<file path="src/rtl/pcm_pack_pkg.sv">
package pcm_pack_pkg;
    localparam int SAMPLE_W = 16;
    localparam int WORD_W   = 2 * SAMPLE_W;

    typedef logic [SAMPLE_W-1:0] sample_t;
    typedef logic [WORD_W-1:0]   word_t;

    // Packer holding state: one slot per channel; in mono only slot 0 is used.
    typedef struct packed {
        logic    held0;
        logic    held1;
        sample_t buf0;
        sample_t buf1;
    } pack_state_t;
endpackage

</file>
<file path="src/rtl/pcm_packer.sv">
module pcm_packer
    import pcm_pack_pkg::*;
(
    input  logic    clk,
    input  logic    rst_n,
    input  logic    en_i,
    input  logic    stereo_i,
    input  logic    ch0_vld_i,
    input  sample_t ch0_data_i,
    input  logic    ch1_vld_i,
    input  sample_t ch1_data_i,
    output logic    word_vld_o,
    output word_t   word_o
);
    pack_state_t st_d, st_q;

    logic    got0, got1;
    sample_t s0, s1;

    // Stereo view: a channel counts as present if held earlier or strobed now.
    assign got0 = st_q.held0 | ch0_vld_i;
    assign got1 = st_q.held1 | ch1_vld_i;
    assign s0   = ch0_vld_i ? ch0_data_i : st_q.buf0;
    assign s1   = ch1_vld_i ? ch1_data_i : st_q.buf1;

    always_comb begin
        st_d       = st_q;
        word_vld_o = 1'b0;
        word_o     = '0;
        if (!en_i) begin
            st_d = '0;
        end else if (!stereo_i) begin
            if (ch0_vld_i) begin
                if (st_q.held0) begin
                    word_vld_o = 1'b1;
                    word_o     = {st_q.buf0, ch0_data_i};
                    st_d.held0 = 1'b0;
                end else begin
                    st_d.held0 = 1'b1;
                    st_d.buf0  = ch0_data_i;
                end
            end
        end else begin
            if (got0 && got1) begin
                word_vld_o = 1'b1;
                word_o     = {s1, s0};
                st_d.held0 = 1'b0;
                st_d.held1 = 1'b0;
            end else begin
                st_d.held0 = got0;
                st_d.held1 = got1;
                st_d.buf0  = s0;
                st_d.buf1  = s1;
            end
        end
    end

    always_ff @(posedge clk or negedge rst_n) begin
        if (!rst_n) st_q <= '0;
        else        st_q <= st_d;
    end
endmodule

</file>
<file path="src/rtl/pcm_word_fifo.sv">
module pcm_word_fifo
    import pcm_pack_pkg::*;
#(
    parameter int DEPTH = 16
) (
    input  logic                       clk,
    input  logic                       rst_n,
    input  logic                       flush_i,
    input  logic                       push_i,
    input  word_t                      push_data_i,
    input  logic                       pop_i,
    output word_t                      rd_data_o,
    output logic [$clog2(DEPTH+1)-1:0] count_o,
    output logic                       ovf_o
);
    localparam int AW = (DEPTH > 1) ? $clog2(DEPTH) : 1;
    localparam int CW = $clog2(DEPTH + 1);

    typedef struct packed {
        logic [DEPTH-1:0][WORD_W-1:0] mem;
        logic [AW-1:0]                wr;
        logic [AW-1:0]                rd;
        logic [CW-1:0]                cnt;
        word_t                        rdata;
    } fifo_state_t;

    fifo_state_t s_d, s_q;
    logic do_pop, do_push, full;

    always_comb begin
        s_d     = s_q;
        full    = (s_q.cnt == CW'(DEPTH));
        do_pop  = pop_i && (s_q.cnt != '0) && !flush_i;
        do_push = push_i && !flush_i && (!full || do_pop);
        ovf_o   = push_i && !flush_i && full && !do_pop;
        if (pop_i) s_d.rdata = do_pop ? s_q.mem[s_q.rd] : '0;
        if (do_pop)
            s_d.rd = (s_q.rd == AW'(DEPTH - 1)) ? '0 : s_q.rd + 1'b1;
        if (do_push) begin
            s_d.mem[s_q.wr] = push_data_i;
            s_d.wr = (s_q.wr == AW'(DEPTH - 1)) ? '0 : s_q.wr + 1'b1;
        end
        s_d.cnt = s_q.cnt + CW'(do_push) - CW'(do_pop);
        if (flush_i) begin
            s_d.wr  = '0;
            s_d.rd  = '0;
            s_d.cnt = '0;
        end
    end

    always_ff @(posedge clk or negedge rst_n) begin
        if (!rst_n) s_q <= '0;
        else        s_q <= s_d;
    end

    assign rd_data_o = s_q.rdata;
    assign count_o   = s_q.cnt;
endmodule

</file>
<file path="src/rtl/pcm_pack_fifo.sv">
module pcm_pack_fifo
    import pcm_pack_pkg::*;
#(
    parameter int DEPTH = 16,
    localparam int THR_W = $clog2(DEPTH),
    localparam int CNT_W = $clog2(DEPTH + 1)
) (
    input  logic             clk,
    input  logic             rst_n,
    input  logic             fifo_en,
    input  logic             stereo_mode,
    input  logic             ch0_vld,
    input  logic [15:0]      ch0_data,
    input  logic             ch1_vld,
    input  logic [15:0]      ch1_data,
    input  logic [THR_W-1:0] avail_thresh,
    input  logic             rd_stb,
    output logic [31:0]      rd_data,
    output logic             data_avail,
    input  logic             ovf_clr,
    output logic             ovf_flag,
    input  logic             avail_ie,
    input  logic             ovf_ie,
    output logic             irq_avail,
    output logic             irq_ovf
);
    logic             pk_vld;
    word_t            pk_word;
    logic [CNT_W-1:0] fill;
    logic             ovf_evt;
    logic             ovf_d, ovf_q;

    pcm_packer u_packer (
        .clk        (clk),
        .rst_n      (rst_n),
        .en_i       (fifo_en),
        .stereo_i   (stereo_mode),
        .ch0_vld_i  (ch0_vld),
        .ch0_data_i (ch0_data),
        .ch1_vld_i  (ch1_vld),
        .ch1_data_i (ch1_data),
        .word_vld_o (pk_vld),
        .word_o     (pk_word)
    );

    pcm_word_fifo #(.DEPTH(DEPTH)) u_fifo (
        .clk         (clk),
        .rst_n       (rst_n),
        .flush_i     (!fifo_en),
        .push_i      (pk_vld),
        .push_data_i (pk_word),
        .pop_i       (rd_stb),
        .rd_data_o   (rd_data),
        .count_o     (fill),
        .ovf_o       (ovf_evt)
    );

    // Sticky overflow: a new event wins over a clear in the same cycle.
    always_comb begin
        ovf_d = ovf_q;
        if (ovf_clr) ovf_d = 1'b0;
        if (ovf_evt) ovf_d = 1'b1;
    end

    always_ff @(posedge clk or negedge rst_n) begin
        if (!rst_n) ovf_q <= 1'b0;
        else        ovf_q <= ovf_d;
    end

    assign data_avail = fifo_en && (fill >= CNT_W'(avail_thresh));
    assign ovf_flag   = ovf_q;
    assign irq_avail  = data_avail & avail_ie;
    assign irq_ovf    = ovf_q & ovf_ie;
endmodule

</file>
<file path="config.mk">
export PLATFORM = sky130hd
export DESIGN_NAME = pcm_pack_fifo
export DESIGN_NICKNAME = d
export VERILOG_FILES = /design/src/rtl/pcm_pack_pkg.sv /design/src/rtl/pcm_packer.sv /design/src/rtl/pcm_word_fifo.sv /design/src/rtl/pcm_pack_fifo.sv
export SDC_FILE = /design/constraint.sdc
export NUM_CORES = 1
export LEC_CHECK = 0
export CORE_MARGIN = 8
export CORE_UTILIZATION = 62
export CTS_CLUSTER_SIZE = 8
export DETAILED_ROUTE_END_ITERATION = 16
export PLACE_DENSITY = 0.88
export SLEW_MARGIN = 30
export SYNTH_ARGS = -nofsm -noshare
export SYNTH_HDL_FRONTEND = slang
export SYNTH_HIERARCHICAL = 1
export SYNTH_SLANG_ARGS = --single-unit
</file>
<file path="constraint.sdc">
create_clock -name clk -period 3.76 [get_ports clk]
set_input_delay 0.752 -clock clk [delete_from_list [all_inputs] [get_ports clk]]
set_output_delay 0.752 -clock clk [all_outputs]
set_load 0.01 [all_outputs]
</file>
# Word level (Yosys, flattened, before mapping)
# Cells that the tools add are included.
[word_totals]
output_inout_bits = 36
in_bits = 46
rom_bits = 0
regBits = 592
elab_cells = 99
latch_bits = 0
mem_count = 0
ram_bits = 0
[classes]
div = 0
order_cmp = 4
bitwise = 4
n_mul = 0
muxes = 36
shift = 0
addsub = 4
n_reduce_logical = 16
eq_ne = 10
[op_table]
columns = ["cell", "count"]
rows = [
  ["512-bit bitwise mux", 1],
  ["32-bit two-way mux", 9],
  ["32-bit binary-select mux with 4-bit select", 1],
  ["32-bit demux with 4-bit select", 1],
  ["16-bit two-way mux", 6],
  ["34-bit two-way mux", 1],
  ["4-bit two-way mux", 4],
  ["13-bit two-way mux", 1],
  ["1-bit two-way mux", 11],
  ["4-bit by 5-bit less-than comparator with 1-bit output, second input constant", 2],
  ["1-bit logical AND", 9],
  ["4-bit by 1-bit adder with 4-bit output, second input constant", 2],
  ["4-bit == test, second input constant", 2],
  ["2-bit by 1-bit != test with 1-bit output, second input constant", 3],
  ["3-bit != test, second input constant", 2],
  ["5-bit by 1-bit adder with 5-bit output", 1],
  ["5-bit == test, second input constant", 1],
  ["5-bit by 4-bit >= comparator with 1-bit output", 1],
  ["5-bit nonzero test", 1],
  ["5-bit by 1-bit subtractor with 5-bit output", 1],
  ["4-bit by 1-bit >= comparator with 1-bit output, second input constant", 1],
  ["3-bit by 1-bit != test with 1-bit output, second input constant", 1],
  ["3-bit AND reduction", 1],
  ["1-bit AND", 2],
  ["7 further kinds", 9],
]

# Longest topological paths before layout
# Gate-level depths: netlist (run 1).
[depth]
ltp_word = 10
mapped_depth = 18
mapped_depth_nobuf = 14

# Modules after synthesis
# Netlist (run 1), hierarchy kept.
[modules_own_cells]
columns = ["module", "seq_area_each_um2", "instances", "cells_per_inst", "area_each_um2"]
rows = [
  ["pcm_word_fifo", 13938.4, 1, 1947, 26940.8],
  ["pcm_packer", 850.8, 1, 238, 2105.8],
  ["pcm_pack_fifo", 25.0, 1, 21, 163.9],
]

# Worst setup path before layout (run 1)
# Ideal clock, no wire load.
[synth_timing]
path_type = "in2reg"
start = "in fifo_en"
end = "reg u_fifo.s_q, in the netlist u_fifo/count_o[4]"
slack_ns = 0.000
setup_time_ns = 0.078
arrival_ns = 3.681
required_ns = 3.682
cell_stages = 18
n_path_buf = 4
path_cell_list = "buf_2 o21ai_0 a211o_1 buf_2 buf_6 inv_1 nand2b_1 a31oi_2 buf_6 inv_1 ha_1 inv_1 ha_1 fa_1 a21oi_1 nor2_1 or3_1 a21oi_1"
[synth_rtl]
columns = ["element", "line", "rtl"]
rows = [
  ["start: declaration", "pcm_pack_fifo.sv:10", "input logic fifo_en,"],
  ["end signal: assignment", "pcm_word_fifo.sv:52", "if (!rst_n) s_q <= '0;"],
  ["end signal: assignment", "pcm_word_fifo.sv:53", "else s_q <= s_d;"],
  ["end: declaration", "pcm_word_fifo.sv:27", "fifo_state_t s_d, s_q;"],
]

==> results.md, run 1 <==
- EDFF count, synth: 0
- Final Hold Vio Count: 0
- Synth area leader: dfrtp_1
- Pwr Total: ~15 mW
- Count leader, synth: dfrtp_1
- CTS tree: done
- Main combinational cell family by area after synthesis: multiplexers
- Initial Util: 0.627
- Grt met1 use: 0.350
- Top-area cell type share of the netlist area: 0.507
- Max incr delay on CP: between 0.4 and 0.5 ns
- Final ANT Viol Nets: 0
- Postcts setup bufs: 0
- Sequential share of power: 0.440
- Row cnt: a little under 80
- Min Hold Slack: approximately 0.056 ns
- CTS Hold Bufs: 0
- Initial antenna violation count: 0
- Post-synth top cells: dfrtp_1 (592), mux2i_1 (291), mux2_2 (255)
- Multi-input logic area: between 0.01 and 0.015 mm2
- GR peak layer: met2
- Achievable frequency: between 300 and 400 MHz
- Worst setup endpoint: u_fifo/count_o[4]
- Vias in the first global route: a little over 20000
- Layout Nets: 2305
- Cells after synthesis: 2206
- Clk pwr share: 0.438
- Final Core Density: 0.697
- Crit path launch: u_fifo/count_o[2]
- DRC: 0
- Final worst path period need: about 3.3 ns
- Critical path's top delay family: adder cells
- Net switching power: just under 4 mW
- CP Depth: 14
- Buf/Inv on CP: 3
- Adder-cell area share of the yosys netlist: 0.00711
- Internal cell power: about 11 mW
- PD cells: ~460 mW/mm2
- Worst path arrival time: 3.86 ns
- Startpoint types: flop
- Final Max Tran Viols: 0
- Worst r2r src: u_fifo/count_o[2]
- Per-cell routed wire length: between 20 and 30 um
- Share of cells above drive strength 1: 0.310
- Area grow syn2layout: 11.1%
- Max Cap Viol: 0
- Outcome: finished clean
- FF+latch count, synth: between 500 and 600
- Synth Area in Compound Gates: 0.0478
- Worst-path fanout max: 6
- Vias per inst: approximately 6.6
- RePlAce Congestion: between 0.8 and 0.9
- Crit Path Class: flop to flop
- Mean Syn Cell Area: 13.2 um2
- DIE AREA: 0.0543 mm2
- PostCTS Resize Cnt: 0
- Root buf cell: clkbuf_16
- Fin Setup TNS: 0 ns
- Ports: 82
- Worst-path clk slew: about 0.050 ns
- Endpoints failing setup: 0
- Worst vdd ir: 0.000394 V
- Combinational Power Share: 0.122
- Period utilization: 0.886
- Ys async rst share: 1.00
- Crit. End Element: flop
- Max Root-Sink Buffers: 3
- Worst R2R Path Depth: 14
- R2R Setup Slk: 0.43 ns
- Simple-Gate Fraction of Synth Area: 0.0486
- 1st-pass router iterations: 5
- Syn Std Cell Area: 0.0292 mm2
- Starting DRT DRC Count: 1692
- Final WL: between 70000 and 80000 um
- Multiplexer share of the synthesized area: 0.324
- Routed vias: between 15000 and 20000
- Net Sw Frac: 0.256
- Share of the yosys chip area belonging to registers: 0.507
- Syn Nets: ~2300
- Worst Tran Pin Value: 1.01 ns
- Antenna diodes: 0
- Worst path cell trace: inv_1 > ha_1 > or3b_2 > o21ai_2 > or2_2 > inv_1 > ha_1 > inv_1 > ha_1 > fa_1 > a21oi_1 > nor2_1 > or3_1 > a21oi_1
- Sink Count: just under 600
- Hold Path Class: input port to async pin
- XOR/XNOR share of the synthesized area: 0.00150
- Hpwl dp: approximately 43000 um
- Largest net degree at the start of global routing: roughly 140
- Die W: between 200 and 250 um
- Clock Skew: approximately 0.025 ns
- Critical R2R Capture: u_fifo/count_o[4]
- RSZ-0062 raised after global routing: false
- Slew HR: 0.329
- Overflow after GRT: 0
- Slowest cell on the critical path: or3b_2
- Count of different cell masters after synthesis: 55
- Met2 Use GR: 0.457
- Largest cells by area after synthesis: dfrtp_1 (51%), mux2_4 (11%), mux2i_1 (10%)
- H-tree depth: 3
- GR Util All Layers: 0.278
- Leak pwr: roughly 15 nW
- CTS buffer count: between 80 and 90
- Ys flop type: dfrtp_1
- First-pass GRT wire length: between 100000 and 150000 um
- Worst EP required: 4.29 ns
- Met3 Resource Use GR: 0.0553
- I/O Buffers: between 80 and 90
- Core Region: about 0.047 mm2
- Skew-Pair Late Insertion Delay: between 0.6 and 0.7 ns
- Synth warn: 6
- Register area: 0.0148 mm2
- Die height: between 200 and 250 um
- Fillers: approximately 2900
[cell type report]
| cell class | count | area share |
|---|---|---|
| flip-flops and latches | 592 | 0.457 |
| multi-input cells | 1335 | 0.387 |
| clock buffers | 87 | 0.0658 |
| repair buffers | 180 | 0.0591 |
| well taps | 607 | 0.0234 |
| inverters | 51 | 0.00590 |
| clock inverters | 4 | 0.00197 |
[state kept, by name (all words and copies together) (netlist names)]
name              cells
u_fifo/s_q          520
u_fifo/rd_data_o     32
u_fifo/count_o        5
u_packer/st_q        34
ovf_flag              1
[per-layer routing]
metal	part of all wire	vias up
li1	-	7842
met2	0.49	889
met3	0.070	255
met1	0.39	9762
met5	0	-
met4	0.048	0
[cell usage in the layout, fill, tap and decap left out, types with 3 or more instances in the layout]
cell type,count
buf_4,70
a21oi_1,19
nor3_1,33
mux2_1,47
o22ai_1,64
o32ai_1,32
mux2_2,255
a21o_1,3
and3_2,12
clkbuf_16,85
and2_2,4
xnor2_1,4
inv_1,51
nor2b_1,5
o21ai_0,49
o21ai_1,4
nor4_1,32
ha_1,15
a21oi_2,9
and2_1,3
mux2i_1,291
nor2_1,109
clkdlybuf4s50_1,79
buf_12,29
nand2b_1,3
a22o_1,16
dfrtp_1,590
nand2_1,85
mux2_4,210
[worst min path at each step]
stage,slack (ns),end,cells after the start,start
2_1_floorplan,0.46,ovf_flag,0,rst_n
3_3_place_gp,0.47,u_fifo/s_q[351],1,u_fifo/s_q[351]
3_5_place_dp,0.47,u_fifo/s_q[334],1,u_fifo/s_q[334]
4_1_cts,0.05,u_fifo/s_q[87],1,rst_n
5_1_grt,0.06,u_fifo/rd_data_o[0],1,rst_n
6_report,0.06,u_fifo/s_q[247],1,rst_n
[worst reg2reg max path: stages (launching register included)]
cell,delay (ns)
dfrtp_1,0.40
inv_1,0.11
ha_1,0.18
or3b_2,0.47
o21ai_2,0.26
or2_2,0.18
inv_1,0.04
ha_1,0.26
inv_1,0.05
ha_1,0.21
fa_1,0.42
a21oi_1,0.14
nor2_1,0.06
or3_1,0.35
a21oi_1,0.14
[through the flow]
step	cells	instance area [um2]	setup WS, ns
2_1_floorplan	2206	29200	0.000369
3_3_place_gp	2765	30200	-0.0801
6_report	2856	32500	0.428
4_1_cts	2856	32400	0.416
3_5_place_dp	2765	30200	-0.0893
5_1_grt	2856	32500	0.216
[power groups by stage]
stage / Sequential, mW / Combinational [mW] / Clock (mW)
floorplan: 6.63 / 1.32 / 0
global placement: 6.70 / 1.77 / 0
detailed placement: 6.71 / 1.81 / 0
CTS: 6.61 / 1.82 / 6.66
global route: 6.62 / 1.94 / 6.92
finish: 6.61 / 1.84 / 6.58
[cell families after synthesis]
kind of cell,after synthesis
AOI/OAI and AO/OA,208
xor gates and xnor gates,5
adders and majority gates,16
buffers and inverters,279
DFF,592
muxes,803
and+or+nand+nor,303
No activity file was read; power rests on OpenSTA's default activity.
==> run 2: changes to the inputs <==
Settings changed: CTS_CLUSTER_DIAMETER set to 60.
==> run 2 against run 1 <==
Net effect:
- via count down 0.13%
- maximum frequency decreased by 0.45%
- clock-buffer cell count is 2 higher
- register-to-register slack about the same
- worst setup slack worse by 0.015 ns
- routed wire length increased by 1.5%
- largest power group is now the clock network
==> results.md, run 2 (synthesis gave the netlist of run 1 again) <==
- Die W: between 200 and 250 um
- Fillers: approximately 2800
- Worst path cell trace: inv_1 > ha_1 > or3b_2 > o21ai_2 > or2_2 > inv_1 > ha_1 > inv_1 > ha_1 > fa_1 > a21oi_1 > nor2_1 > or3_1 > a21oi_1
- Max FFs per register: 520
- GR Util All Layers: 0.281
- Postcts setup bufs: 0
- Starting DRT DRC Count: between 1500 and 2000
- Worst-path fanout max: 6
- Achievable frequency: between 200 and 300 MHz
- Slew HR: 0.311
- Initial antenna violation count: 0
- Skew-Pair Late Insertion Delay: around 0.63 ns
- Buf/Inv on CP: 3
- Critical path's top delay family: adder cells
- Per-cell routed wire length: between 20 and 30 um
- Most common cell after layout, fill and taps aside: dfrtp_1
- Worst vdd ir: 0.000477 V
- Outcome: finished clean
- Hold Path Class: input port to async pin
- Worst path arrival time: ~3.9 ns
- PD cells: around 470 mW/mm2
- Row cnt: 79
- DIE AREA: 0.0543 mm2
- Overflow after GRT: 0
- Max Cap Viol: 0
- Final WL: 76500 um
- RSZ-0062 raised after global routing: false
- Layout Nets: 2307
- Final Max Tran Viols: 0
- Worst-path clk slew: 0.05 ns
- CTS buffer count: 85
- Endpoints failing setup: 0
- Slowest cell on the critical path: or3b_2
- Crit Path Class: flop to flop
- Ports: ~80
- Vias per inst: 6.54
- CTS Hold Bufs: 0
- Clock Skew: 0.0455 ns
- CTS tree: done
- Startpoint types: flop
- 1st-pass router iterations: 7
- Min Hold Slack: 0.0504 ns
- Crit. End Element: flop
- Hpwl dp: 42800 um
- Max incr delay on CP: roughly 0.47 ns
- Final Hold Vio Count: 0
- Max Root-Sink Buffers: 3
- Sink Count: around 590
- DRC: 0
- Most frequent cells in the layout: dfrtp_1 (590), mux2i_1 (291), mux2_2 (255)
- First-pass GRT wire length: between 100000 and 150000 um
- Largest net degree at the start of global routing: around 140
- Routed vias: around 19000
- Final Core Density: 0.700
- Final worst path period need: 3.35 ns
- Initial Util: 0.627
- Vias in the first global route: 20500
- Largest register by flop count: u_fifo/s_q
- Leak pwr: about 15 nW
- Area grow syn2layout: 11.6%
- Core Region: approximately 0.047 mm2
- Period utilization: 0.890
- Worst Tran Pin Value: a little over 1 ns
- Die height: 233 um
- Antenna diodes: 0
- PostCTS Resize Cnt: 0
- H-tree depth: 3
- Worst EP required: roughly 4.3 ns
- I/O Buffers: 81
- RePlAce Congestion: between 0.8 and 0.9
- Share of cells above drive strength 1: 0.311
- Root buf cell: clkbuf_16
- Final ANT Viol Nets: 0
## run 2: cell count changes in the layout (fill, tap and decap cells not counted)
cell and change:
inv_6 -1, clkinv_4 +1, clkbuf_1 +2, clkinv_8 +2, bufinv_16 +1, clkinv_2 +1, clkinv_16 +2
## run 2: final timing paths
path | from | end | slack, ns | depth (start not counted)
min | rst_n | u_fifo/s_q[78] | 0.05 | 1
min reg2reg | u_fifo/s_q[421] | u_fifo/s_q[421] | 0.48 | 1
max in group asynchronous | rst_n | u_fifo/s_q[416] | 2.55 | 2
min in group clk | u_fifo/s_q[421] | u_fifo/s_q[421] | 0.48 | 1
max | u_fifo/count_o[2] | u_fifo/count_o[4] | 0.41 | 14
max reg2reg | u_fifo/count_o[2] | u_fifo/count_o[4] | 0.41 | 14
## run 2: metrics by stage
step / instances / cell area (um2) / power [mW] / TNS, ns / setup slack, ns
global route: 2864 / 32600 / 15.7 / 0 / 0.220
global placement: 2765 / 30200 / 8.47 / -0.0801 / -0.0801
detailed placement: 2765 / 30200 / 8.52 / -0.0893 / -0.0893
CTS: 2864 / 32600 / 15.4 / 0 / 0.416
finish: 2864 / 32600 / 15.3 / 0 / 0.414
floorplan: 2206 / 29200 / 7.94 / 0 / 0.000369
## run 2: per-layer routing
layer	share of wire	track usage
met5	0	0
met3	0.074	0.0590
met1	0.38	0.348
met4	0.047	0.143
met2	0.49	0.465
## run 2: layout make-up
| type | instances | area, um2 | area share |
|---|---|---|---|
| Inverter | 51 | 191 | 0.00587 |
| Clock inverter | 10 | 191 | 0.00587 |
| Sequential cell | 592 | 14800 | 0.455 |
| Clock buffer | 89 | 2140 | 0.0657 |
| Timing Repair Buffer | 180 | 1920 | 0.0588 |
| Multi-Input combinational cell | 1335 | 12600 | 0.386 |
| Tap cell | 607 | 759 | 0.0233 |
## run 2: report_power, final
part	switching [mW]	total [mW]	internal, mW
registers	0.141	6.61	6.47
logic	1.09	1.85	0.754
clock network	2.75	6.85	4.09
